File: src/rtl/ats_pkg.sv
package ats_pkg;

  typedef enum logic [2:0] {
    ST_IDLE, ST_STEP, ST_RECORD, ST_CHECK, ST_EVAL, ST_DONE
  } seq_state_t;

  typedef enum logic [1:0] {
    END_NONE     = 2'b00,
    END_COVERAGE = 2'b01,
    END_LIMIT    = 2'b10
  } end_cause_t;

  // Count after this record meets or exceeds the limit.
  function automatic logic limit_reached(input logic [31:0] count_before,
                                         input logic [31:0] limit);
    return (count_before + 32'd1) >= limit;
  endfunction

  // Interval position after this record closes the interval.
  function automatic logic interval_closed(input logic [31:0] pos_before,
                                           input logic [31:0] len);
    return (pos_before + 32'd1) >= len;
  endfunction

  function automatic logic coverage_met(input logic [31:0] cov,
                                        input logic [31:0] tgt);
    return cov >= tgt;
  endfunction

endpackage

File: src/rtl/ats_run_counters.sv
module ats_run_counters #(
  parameter int IVL_W = 16,
  parameter int TOT_W = 20
) (
  input  logic             clk,
  input  logic             rst_n,
  input  logic             clear_i,
  input  logic             bump_i,
  input  logic [IVL_W-1:0] ivl_len_i,
  input  logic [TOT_W-1:0] max_i,
  output logic [TOT_W-1:0] tot_o,
  output logic             wrap_o,
  output logic             limit_o
);
  import ats_pkg::*;

  logic [IVL_W-1:0] ivl_q;
  logic [TOT_W-1:0] tot_q;

  assign wrap_o  = bump_i && interval_closed(32'(ivl_q), 32'(ivl_len_i));
  assign limit_o = bump_i && limit_reached(32'(tot_q), 32'(max_i));
  assign tot_o   = tot_q;

  always_ff @(posedge clk or negedge rst_n) begin
    if (!rst_n) begin
      ivl_q <= '0;
      tot_q <= '0;
    end else if (clear_i) begin
      ivl_q <= '0;
      tot_q <= '0;
    end else if (bump_i) begin
      tot_q <= tot_q + 1'b1;
      ivl_q <= wrap_o ? '0 : ivl_q + 1'b1;
    end
  end

  // the total only moves on a record or a clear
  assert_count_quiet_R9: assert property (@(posedge clk) disable iff (!rst_n)
    (!clear_i && !bump_i) |=> $stable(tot_q));

endmodule

File: src/rtl/ats_score_pick.sv
module ats_score_pick #(
  parameter int NSCH    = 5,
  parameter int SCORE_W = 16,
  localparam int SCH_W  = $clog2(NSCH)
) (
  input  logic [NSCH*SCORE_W-1:0] scores_i,
  output logic [SCH_W-1:0]        best_o
);

  logic [SCORE_W-1:0] sc [NSCH];

  genvar g;
  generate
    for (g = 0; g < NSCH; g++) begin : g_unpack
      assign sc[g] = scores_i[g*SCORE_W +: SCORE_W];
    end
  endgenerate

  always_comb begin
    int lead;
    lead = 0;
    for (int i = 1; i < NSCH; i++) begin
      if (sc[i] > sc[lead]) lead = i;
    end
    best_o = SCH_W'(lead);
  end

  generate
    for (g = 0; g < NSCH; g++) begin : g_chk
      always_comb begin
        // the chosen score is not beaten, and no earlier index ties it
        assert_pick_max_R7: assert (sc[best_o] >= sc[g]);
        if (g < int'(best_o))
          assert_pick_tie_R7: assert (sc[g] < sc[best_o]);
      end
    end
  endgenerate

endmodule

File: src/rtl/ats_sequencer.sv
module ats_sequencer #(
  parameter int NSCH     = 5,
  parameter int SCORE_W  = 16,
  parameter int IVL_W    = 16,
  parameter int TOT_W    = 20,
  parameter int COV_W    = 10,
  parameter int BALANCED = 2,
  localparam int SCH_W   = $clog2(NSCH)
) (
  input  logic                    clk,
  input  logic                    rst_n,
  input  logic                    start_i,
  input  logic [IVL_W-1:0]        interval_len_i,
  input  logic [TOT_W-1:0]        max_tests_i,
  input  logic [COV_W-1:0]        coverage_i,
  input  logic [COV_W-1:0]        target_cov_i,
  input  logic [NSCH*SCORE_W-1:0] scores_i,
  input  logic                    scores_valid_i,
  output logic                    step_o,
  output logic                    record_o,
  output logic                    eval_req_o,
  output logic [SCH_W-1:0]        scheme_o,
  output logic [TOT_W-1:0]        test_count_o,
  output logic                    done_o,
  output logic [1:0]              reason_o
);
  import ats_pkg::*;

  seq_state_t       state_q;
  logic [SCH_W-1:0] scheme_q;
  logic             done_q;
  end_cause_t       reason_q;

  // Named internal events
  logic             launch;
  logic             boundary_hit;
  logic             limit_hit;
  logic             cov_ok;
  logic             take_scores;
  logic [SCH_W-1:0] best_idx;

  assign launch      = start_i && (state_q == ST_IDLE || state_q == ST_DONE);
  assign cov_ok      = coverage_met(32'(coverage_i), 32'(target_cov_i));
  assign take_scores = (state_q == ST_EVAL) && scores_valid_i;

  assign step_o     = (state_q == ST_STEP);
  assign record_o   = (state_q == ST_RECORD);
  assign eval_req_o = (state_q == ST_EVAL);
  assign scheme_o   = scheme_q;
  assign done_o     = done_q;
  assign reason_o   = reason_q;

  ats_run_counters #(.IVL_W(IVL_W), .TOT_W(TOT_W)) u_counters (
    .clk       (clk),
    .rst_n     (rst_n),
    .clear_i   (launch),
    .bump_i    (record_o),
    .ivl_len_i (interval_len_i),
    .max_i     (max_tests_i),
    .tot_o     (test_count_o),
    .wrap_o    (boundary_hit),
    .limit_o   (limit_hit)
  );

  ats_score_pick #(.NSCH(NSCH), .SCORE_W(SCORE_W)) u_pick (
    .scores_i (scores_i),
    .best_o   (best_idx)
  );

  always_ff @(posedge clk or negedge rst_n) begin
    if (!rst_n) begin
      state_q  <= ST_IDLE;
      scheme_q <= SCH_W'(BALANCED);
      done_q   <= 1'b0;
      reason_q <= END_NONE;
    end else begin
      case (state_q)
        ST_IDLE, ST_DONE: begin
          if (launch) begin
            state_q  <= ST_STEP;
            scheme_q <= SCH_W'(BALANCED);
            done_q   <= 1'b0;
            reason_q <= END_NONE;
          end
        end
        ST_STEP: state_q <= ST_RECORD;
        ST_RECORD: begin
          if (limit_hit) begin
            state_q  <= ST_DONE;
            done_q   <= 1'b1;
            reason_q <= END_LIMIT;
          end else if (boundary_hit) begin
            state_q <= ST_CHECK;
          end else begin
            state_q <= ST_STEP;
          end
        end
        ST_CHECK: begin
          if (cov_ok) begin
            state_q  <= ST_DONE;
            done_q   <= 1'b1;
            reason_q <= END_COVERAGE;
          end else begin
            state_q <= ST_EVAL;
          end
        end
        ST_EVAL: begin
          if (take_scores) begin
            scheme_q <= best_idx;
            state_q  <= ST_STEP;
          end
        end
        default: state_q <= ST_IDLE;
      endcase
    end
  end

  // capture follows generation by one cycle, never together
  assert_rec_after_step_R2: assert property (@(posedge clk) disable iff (!rst_n)
    record_o |-> $past(step_o));
  assert_strobe_excl_R2: assert property (@(posedge clk) disable iff (!rst_n)
    !(record_o && step_o));
  // never record beyond the limit
  assert_under_limit_R4: assert property (@(posedge clk) disable iff (!rst_n)
    record_o |-> (test_count_o < max_tests_i));
  // a finished run carries one of the two legal reasons
  assert_reason_legal_R4: assert property (@(posedge clk) disable iff (!rst_n)
    done_o |-> (reason_o == 2'b01 || reason_o == 2'b10));
  // done holds until a start
  assert_done_hold_R8: assert property (@(posedge clk) disable iff (!rst_n)
    (done_o && !start_i) |=> (done_o && $stable(reason_o)));
  // scheme only moves on a handshake or a launch
  assert_scheme_hold_R6: assert property (@(posedge clk) disable iff (!rst_n)
    (!(eval_req_o && scores_valid_i) && !start_i) |=> $stable(scheme_o));
  // request stays up until answered
  assert_req_wait_R6: assert property (@(posedge clk) disable iff (!rst_n)
    (eval_req_o && !scores_valid_i) |=> eval_req_o);

endmodule

File: config.mk
export PLATFORM = sky130hd
export DESIGN_NAME = ats_sequencer
export DESIGN_NICKNAME = d
export VERILOG_FILES = /design/src/rtl/ats_pkg.sv /design/src/rtl/ats_run_counters.sv /design/src/rtl/ats_score_pick.sv /design/src/rtl/ats_sequencer.sv
export SDC_FILE = /design/constraint.sdc
export NUM_CORES = 1
export LEC_CHECK = 0
export CAP_MARGIN = 20
export CORE_MARGIN = 3
export CORE_UTILIZATION = 45
export DETAILED_ROUTE_END_ITERATION = 8
export PLACE_DENSITY = 0.79
export SETUP_SLACK_MARGIN = 0.1
export SLEW_MARGIN = 0
export SYNTH_ARGS = -nofsm -noshare
export SYNTH_HDL_FRONTEND = slang
export SYNTH_SLANG_ARGS = --single-unit
File: constraint.sdc
create_clock -name clk -period 3.1 [get_ports clk]
set_input_delay 0.62 -clock clk [delete_from_list [all_inputs] [get_ports clk]]
set_output_delay 0.62 -clock clk [all_outputs]
set_load 0.05 [all_outputs]
# After elaboration in Yosys (flattened, before gate mapping)
# Index checks and enable logic that the tools add are counted.
# word_totals
ff_bits	45
input_bits	140
out_inout_bits	29
word_cells	80
# op_classes
n_addsub	4
n_lt_le_gt_ge	10
n_eq_ne	9
mux	35
bitwise_logic	3
n_reduce_logical	13
# ops
op	count
binary-select mux 16 bit (select 3 bit)	3
2-to-1 mux 16 bit	9
>= comparator 32 x 4 -> 1 bit (second input constant)	3
> comparator 16 bit	4
NOT 2 -> 32 bit	2
2-to-1 mux 20 bit	2
>= comparator 32 x 16 -> 1 bit	1
>= comparator 32 x 20 -> 1 bit	1
NOT 1 -> 32 bit	1
adder 20 x 1 -> 21 bit (second input constant)	1
adder 20 x 1 -> 20 bit (second input constant)	1
2-to-1 mux 3 bit	6
adder 16 x 1 -> 17 bit (second input constant)	1
adder 16 x 1 -> 16 bit (second input constant)	1
case mux 3 bit (5 select lines)	1
2-to-1 mux 2 bit	6
>= comparator 10 bit	1
== test 3 x 2 -> 1 bit (second input constant)	2
== test 3 bit (second input constant)	2
!= test 2 bit (second input constant)	3
case mux 2 bit (3 select lines)	1
case mux 3 bit (2 select lines)	1
2-to-1 mux 1 bit	5
logical AND 1 bit	4
other kinds (11)	12

# Logic depth before layout (Yosys ltp)
# depth
ltp_word	22
mapped_depth	35
ltp_nobuf	30

# By module
# A second synthesis with hierarchy kept.
# unflattened
hier_cells	836
area_unflattened_um2	6780.3
# by_module_without_submodules
mod	n_inst	cells_per_inst	area_per_inst_um2	seq_area_each_um2
ats_run_counters	1	395	3384.5	900.9
ats_score_pick	1	352	2633.8	0.0
ats_sequencer	1	89	762.0	226.5

# Worst setup path after synthesis
# No wires, ideal clock.
# synth_path
path_type	input to register
startpoint	input port scores_i[7]
endpoint	register scheme_q[2], in the netlist scheme_o[2]
setup_time_ns	0.122
t_arrival_ns	6.797
t_required_ns	2.978
path_slack_ns	-3.818
path_stages	31
path_buffers	4
path_cell_list	inv_1 -> ha_1 -> a21oi_1 -> o21ai_0 -> a221o_1 -> o31a_2 -> buf_6 -> buf_4 -> mux2i_1 -> ha_1 -> a21oi_1 -> nand2_1 -> a221o_1 -> o31ai_4 -> clkbuf_1 -> o21ai_0 -> ha_1 -> nor2b_1 -> o211ai_1 -> a21oi_1 -> o31ai_1 -> a22o_1 -> clkbuf_1 -> o211ai_1 -> a22oi_2 -> ha_1 -> a2111oi_0 -> o21ai_0 -> a221oi_1 -> a22oi_1 -> a32o_1
# synth_between
elab_chain_len	22
# synth_rtl
item	line_no	rtl
start, declared	ats_sequencer.sv:17	input logic [NSCH*SCORE_W-1:0] scores_i,
> comparator 16 bit	ats_score_pick.sv:23	if (sc[i] > sc[lead]) lead = i;
2-to-1 mux 1 bit	ats_score_pick.sv:23	
NOT 1 -> 32 bit (implied by the code)	ats_score_pick.sv:23	
binary-select mux 16 bit (select 3 bit)	ats_score_pick.sv:23	
2-to-1 mux 16 bit (implied by the code) (2 in a row)	ats_score_pick.sv:23	
> comparator 16 bit	ats_score_pick.sv:23	
2-to-1 mux 2 bit	ats_score_pick.sv:23	
NOT 2 -> 32 bit (implied by the code)	ats_score_pick.sv:23	
[4 not listed]	--	
2-to-1 mux 2 bit	ats_score_pick.sv:23	
NOT 2 -> 32 bit (implied by the code)	ats_score_pick.sv:23	
binary-select mux 16 bit (select 3 bit) (*)	ats_score_pick.sv:23	
2-to-1 mux 16 bit (implied by the code) (*) (2 in a row)	ats_score_pick.sv:23	
> comparator 16 bit (*)	ats_score_pick.sv:23	
2-to-1 mux 3 bit (*)	ats_score_pick.sv:23	
2-to-1 mux 3 bit (*)	ats_sequencer.sv:108	if (take_scores) begin
case mux 3 bit (2 select lines) (*)	ats_sequencer.sv:77	case (state_q)
end signal, assigned	ats_sequencer.sv:73	scheme_q <= SCH_W'(BALANCED);
end signal, assigned	ats_sequencer.sv:81	scheme_q <= SCH_W'(BALANCED);
end signal, assigned	ats_sequencer.sv:109	scheme_q <= best_idx;
end, declared	ats_sequencer.sv:30	logic [SCH_W-1:0] scheme_q;
# Mark *: on every way between the ends. The rest lies on a longest branch, timed or not. The select of a mux whose other input is x is not followed.
# A chain may end at the register's enable or synchronous reset.

# Worst setup path in the final report
# layout_path
startpoint	input port scores_i[13]
endpoint	register scheme_q[2], in the netlist scheme_o[2]
# Same word-level chain as after synthesis.

==> flow_metrics.tcl <==
set metrics [dict create \
    placeableCoreArea_sq_um 12800 \
    place.gp.congestion 0.876 \
    cts_htree_levels 2 \
    floorplan.initialDensity_pct 46.6 \
    timing.critical_path.to_type "flop" \
    wire_length_of_the_first_global_routing_pass_mm 31.8 \
    layout-drive-gt1-share_pct 34.4 \
    detailed_place_hpwl_mm 15.0 \
    setup_viol 7 \
    globalRoute.totalOverflow 0 \
    clock_tree.buffer_depth 2 \
    cts_tree "built" \
    outcome "finished, violations left" \
    antenna-diode-count 0 \
    crit_path_max_incr_delay_ns 0.37 \
    postSynth.topFlopCell "sky130_fd_sc_hd__dfrtp_1" \
    count_of_flip_flops_with_a_built_in_enable_after_synthesis 0 \
    timing.final.hold_violations 0 \
    layout.cells.most_common_list "sky130_fd_sc_hd__clkdlybuf4s50_1, sky130_fd_sc_hd__buf_4, sky130_fd_sc_hd__ha_1" \
    p_seq_share_pct 18.9 \
    placement.cell_area_sq_um 8790 \
    drt-pass1-iter-count 5 \
    mappedNetlistNets 981 \
    worst_setup_path_startpoint "scores_i[13]" \
    maximum_number_of_pins_on_one_net_before_global_route_repair 35 \
    num-nets-final 1282 \
    regToRegStartpoint "u_counters.tot_o[1]" \
    drc_errors 0 \
    postSynthRegisterBits 45 \
    critPathMostFrequentCell "sky130_fd_sc_hd__buf_6" \
    antenna_found_initial 0 \
    placementRows 41 \
    max_slew_margin_pct 61.2 \
    startpoint_type "primary input" \
    finalMaxSlewViolations 0 \
    post-layout-total-power_mw 3.99 \
    net-switching-power_mw 1.76 \
    post-route-worst-setup-slack_ns -4.05 \
    ant_nets 0 \
    share_of_total_power_consumed_by_net_switching_pct 44.1 \
    synthesis.area_per_instance_sq_um 8.17 \
    power_per_cell_area_nw_per_um2 396 \
    chipWidth_microns 121 \
    cell_area_after_synthesis_sq_um 5960 \
    slowest_library_cell_on_the_worst_path "sky130_fd_sc_hd__nor4_2" \
    synthesis.instances 729 \
    grt_setup_unrepaired "yes" \
    clock_power_share_pct 13.5 \
    cts_made_buffers 5 \
    worstPathRequired_ns 3.28 \
    die_h_microns 121 \
    clock_skew_ns 0.00532 \
    worst_hold_path_type "primary input to asynchronous set/reset pin" \
    drt_iter0_drc 695 \
    timing.setup.critical_path_class "primary input to flop" \
    ys_async_rst_share_pct 100 \
    ios 169 \
    p_comb_share_pct 67.5 \
    numPortBuffers 168 \
    clock_latency_ns 0.29 \
    finalInstanceArea_sq_um 10100 \
    intPower_mw 2.23 \
    cts.reportedPaths.clkPinSlew_ns 0.07 \
    total_wirelength_mm 22.7 \
    synthesis.yosys.warnings 0 \
    maxCapViolCount 0 \
    total_via_count_after_detailed_routing 7078 \
    routedWlPerCell_microns 18.8 \
    synth.yosys.seq_area_share_pct 18.9 \
    clock_sink_count 45 \
    critical_path_arrival_ns 7.33 \
    vias_per_cell 5.88 \
    failed_checks "setup timing" \
    tightestPinTransition_ns 0.581 \
    layout_min_cycle_time_ns 7.15 \
    area_overhead_vs_synth_pct 69.1 \
    groute.usage.overall_pct 26.5 \
    fmax_mhz 140 \
    grt_pass1_vias 6709 \
    irDropWorstVdd_v 0.000319 \
    yosys.cell_types.count 65 \
    die_area_sq_um 14700 \
    path_max_fanout 8 \
    worst_hold_slack_ns 0.311 \
    leakage_nw 4.80 \
    layout_worst_path_cycle_share_pct 231 \
    ctsRootBufferMaster "sky130_fd_sc_hd__clkbuf_16" \
]
## routing by layer
layer | up-vias | part of all wire, % | global-route usage, %
li1 | 3261 | - | -
met1 | 3321 | 41 | 34.9
met2 | 394 | 47 | 44.4
met3 | 102 | 7.4 | 3.31
met4 | 0 | 4.7 | 9.63
met5 | - | 0 | 0
## metrics by stage
stage / cells / setup slack [ns] / utilization (%) / setup TNS (ns)
4_1_cts: 1175 / -3.66 / 73.8 / -10.96
3_5_place_dp: 1149 / -4.63 / 68.9 / -13.88
5_1_grt: 1203 / -4.29 / 78.9 / -13.37
3_3_place_gp: 1149 / -4.52 / 68.9 / -13.52
6_report: 1203 / -4.05 / 78.9 / -12.37
2_1_floorplan: 729 / -3.52 / - / -10.63
## state kept, by name (all words and copies together) (netlist names)
name and cells:
done_o 1, reason_o 2, scheme_o 3, state_q 3, u_counters.ivl_q 16, u_counters.tot_o 20
## area by class of cell
cell class,instances,area [sq um]
Multi-Input combinational cell,571,5220
Timing Repair Buffer,322,3000
Fill cell,734,2700
Sequential cell,45,1150
Inverter,85,352
Tap cell,172,215
Clock buffer,6,129
Clock inverter,2,15.0
## critical path, delay by kind of cell
family                     cells  cell delay [ns]
buffers and inverters          9             1.29
AOI/OAI and AO/OA             14             2.84
adders and majority gates      4             1.13
and+or+nand+nor                7             1.22
muxes                          1             0.20
## cells by family (layout without fill, tap and decap cells)
group | count (synthesis) | in the layout | synth area share (%)
AND/OR/NAND/NOR | 209 | 209 | 18.0
adder cells (fa/ha/maj) | 112 | 112 | 23.5
multiplexers | 19 | 19 | 3.30
AO/OA/AOI/OAI | 196 | 196 | 23.2
flip-flops | 45 | 45 | 18.9
buffers and inverters | 113 | 415 | 7.90
XOR/XNOR | 35 | 35 | 5.14
## power groups by stage
stage	registers (mW)	clock network, mW	logic, mW
floorplan	0.847	0	1.24
global placement	0.757	0	2.11
detailed placement	0.761	0	2.15
CTS	0.744	0.528	2.36
global route	0.767	0.565	2.88
finish	0.755	0.539	2.69
## worst paths after layout
check / depth (start not counted) / to / slack, ns
max: 35 / scheme_o[2] / -4.05
min: 1 / u_counters.tot_o[2] / 0.31
max reg2reg: 14 / state_q[1] / -0.14
min reg2reg: 1 / scheme_o[0] / 0.50
max in group asynchronous: 2 / scheme_o[1] / 2.02
min in group clk: 1 / scheme_o[0] / 0.50
## cell usage after synthesis (3+ instances only)
library cell	instances	area, sq um
sky130_fd_sc_hd__a22oi_2	9	113
sky130_fd_sc_hd__a21oi_1	38	190
sky130_fd_sc_hd__or2_2	16	100
sky130_fd_sc_hd__a2111oi_0	3	26.3
sky130_fd_sc_hd__o211ai_1	18	135
sky130_fd_sc_hd__and3_1	9	56.3
sky130_fd_sc_hd__nand3_1	35	175
sky130_fd_sc_hd__mux2i_1	17	170
sky130_fd_sc_hd__inv_1	85	319
sky130_fd_sc_hd__nand4_1	21	131
sky130_fd_sc_hd__ha_1	112	1400
sky130_fd_sc_hd__buf_2	6	30.0
sky130_fd_sc_hd__dfrtp_1	44	1100
sky130_fd_sc_hd__a22o_1	16	140
sky130_fd_sc_hd__and2_1	4	25.0
sky130_fd_sc_hd__clkbuf_1	16	60.1
sky130_fd_sc_hd__buf_6	3	33.8
sky130_fd_sc_hd__nor2b_1	7	43.8
sky130_fd_sc_hd__nor2_1	28	105
sky130_fd_sc_hd__xnor2_1	19	166
sky130_fd_sc_hd__nand2_1	64	240
sky130_fd_sc_hd__nand2b_1	7	43.8
sky130_fd_sc_hd__nor3_2	3	30.0
sky130_fd_sc_hd__o21ai_0	45	225
sky130_fd_sc_hd__xor2_1	16	140
sky130_fd_sc_hd__a22oi_1	6	45.0
sky130_fd_sc_hd__o31ai_1	6	45.0
sky130_fd_sc_hd__a21o_1	24	180
sky130_fd_sc_hd__and4_1	3	26.3
sky130_fd_sc_hd__o21a_1	4	30.0
## timing repair
action / 4_1_cts / 5_1_grt
gates cloned: 3 / 2
endpoints found under the setup margin: 24 / 24
hold endpoints to repair: 0 / 0
setup buffers: 16 / 27
pin swaps: 34 / 64
hold buffers: 0 / 0
resized for setup: 161 / 92
(Power assumes the default switching activity.)
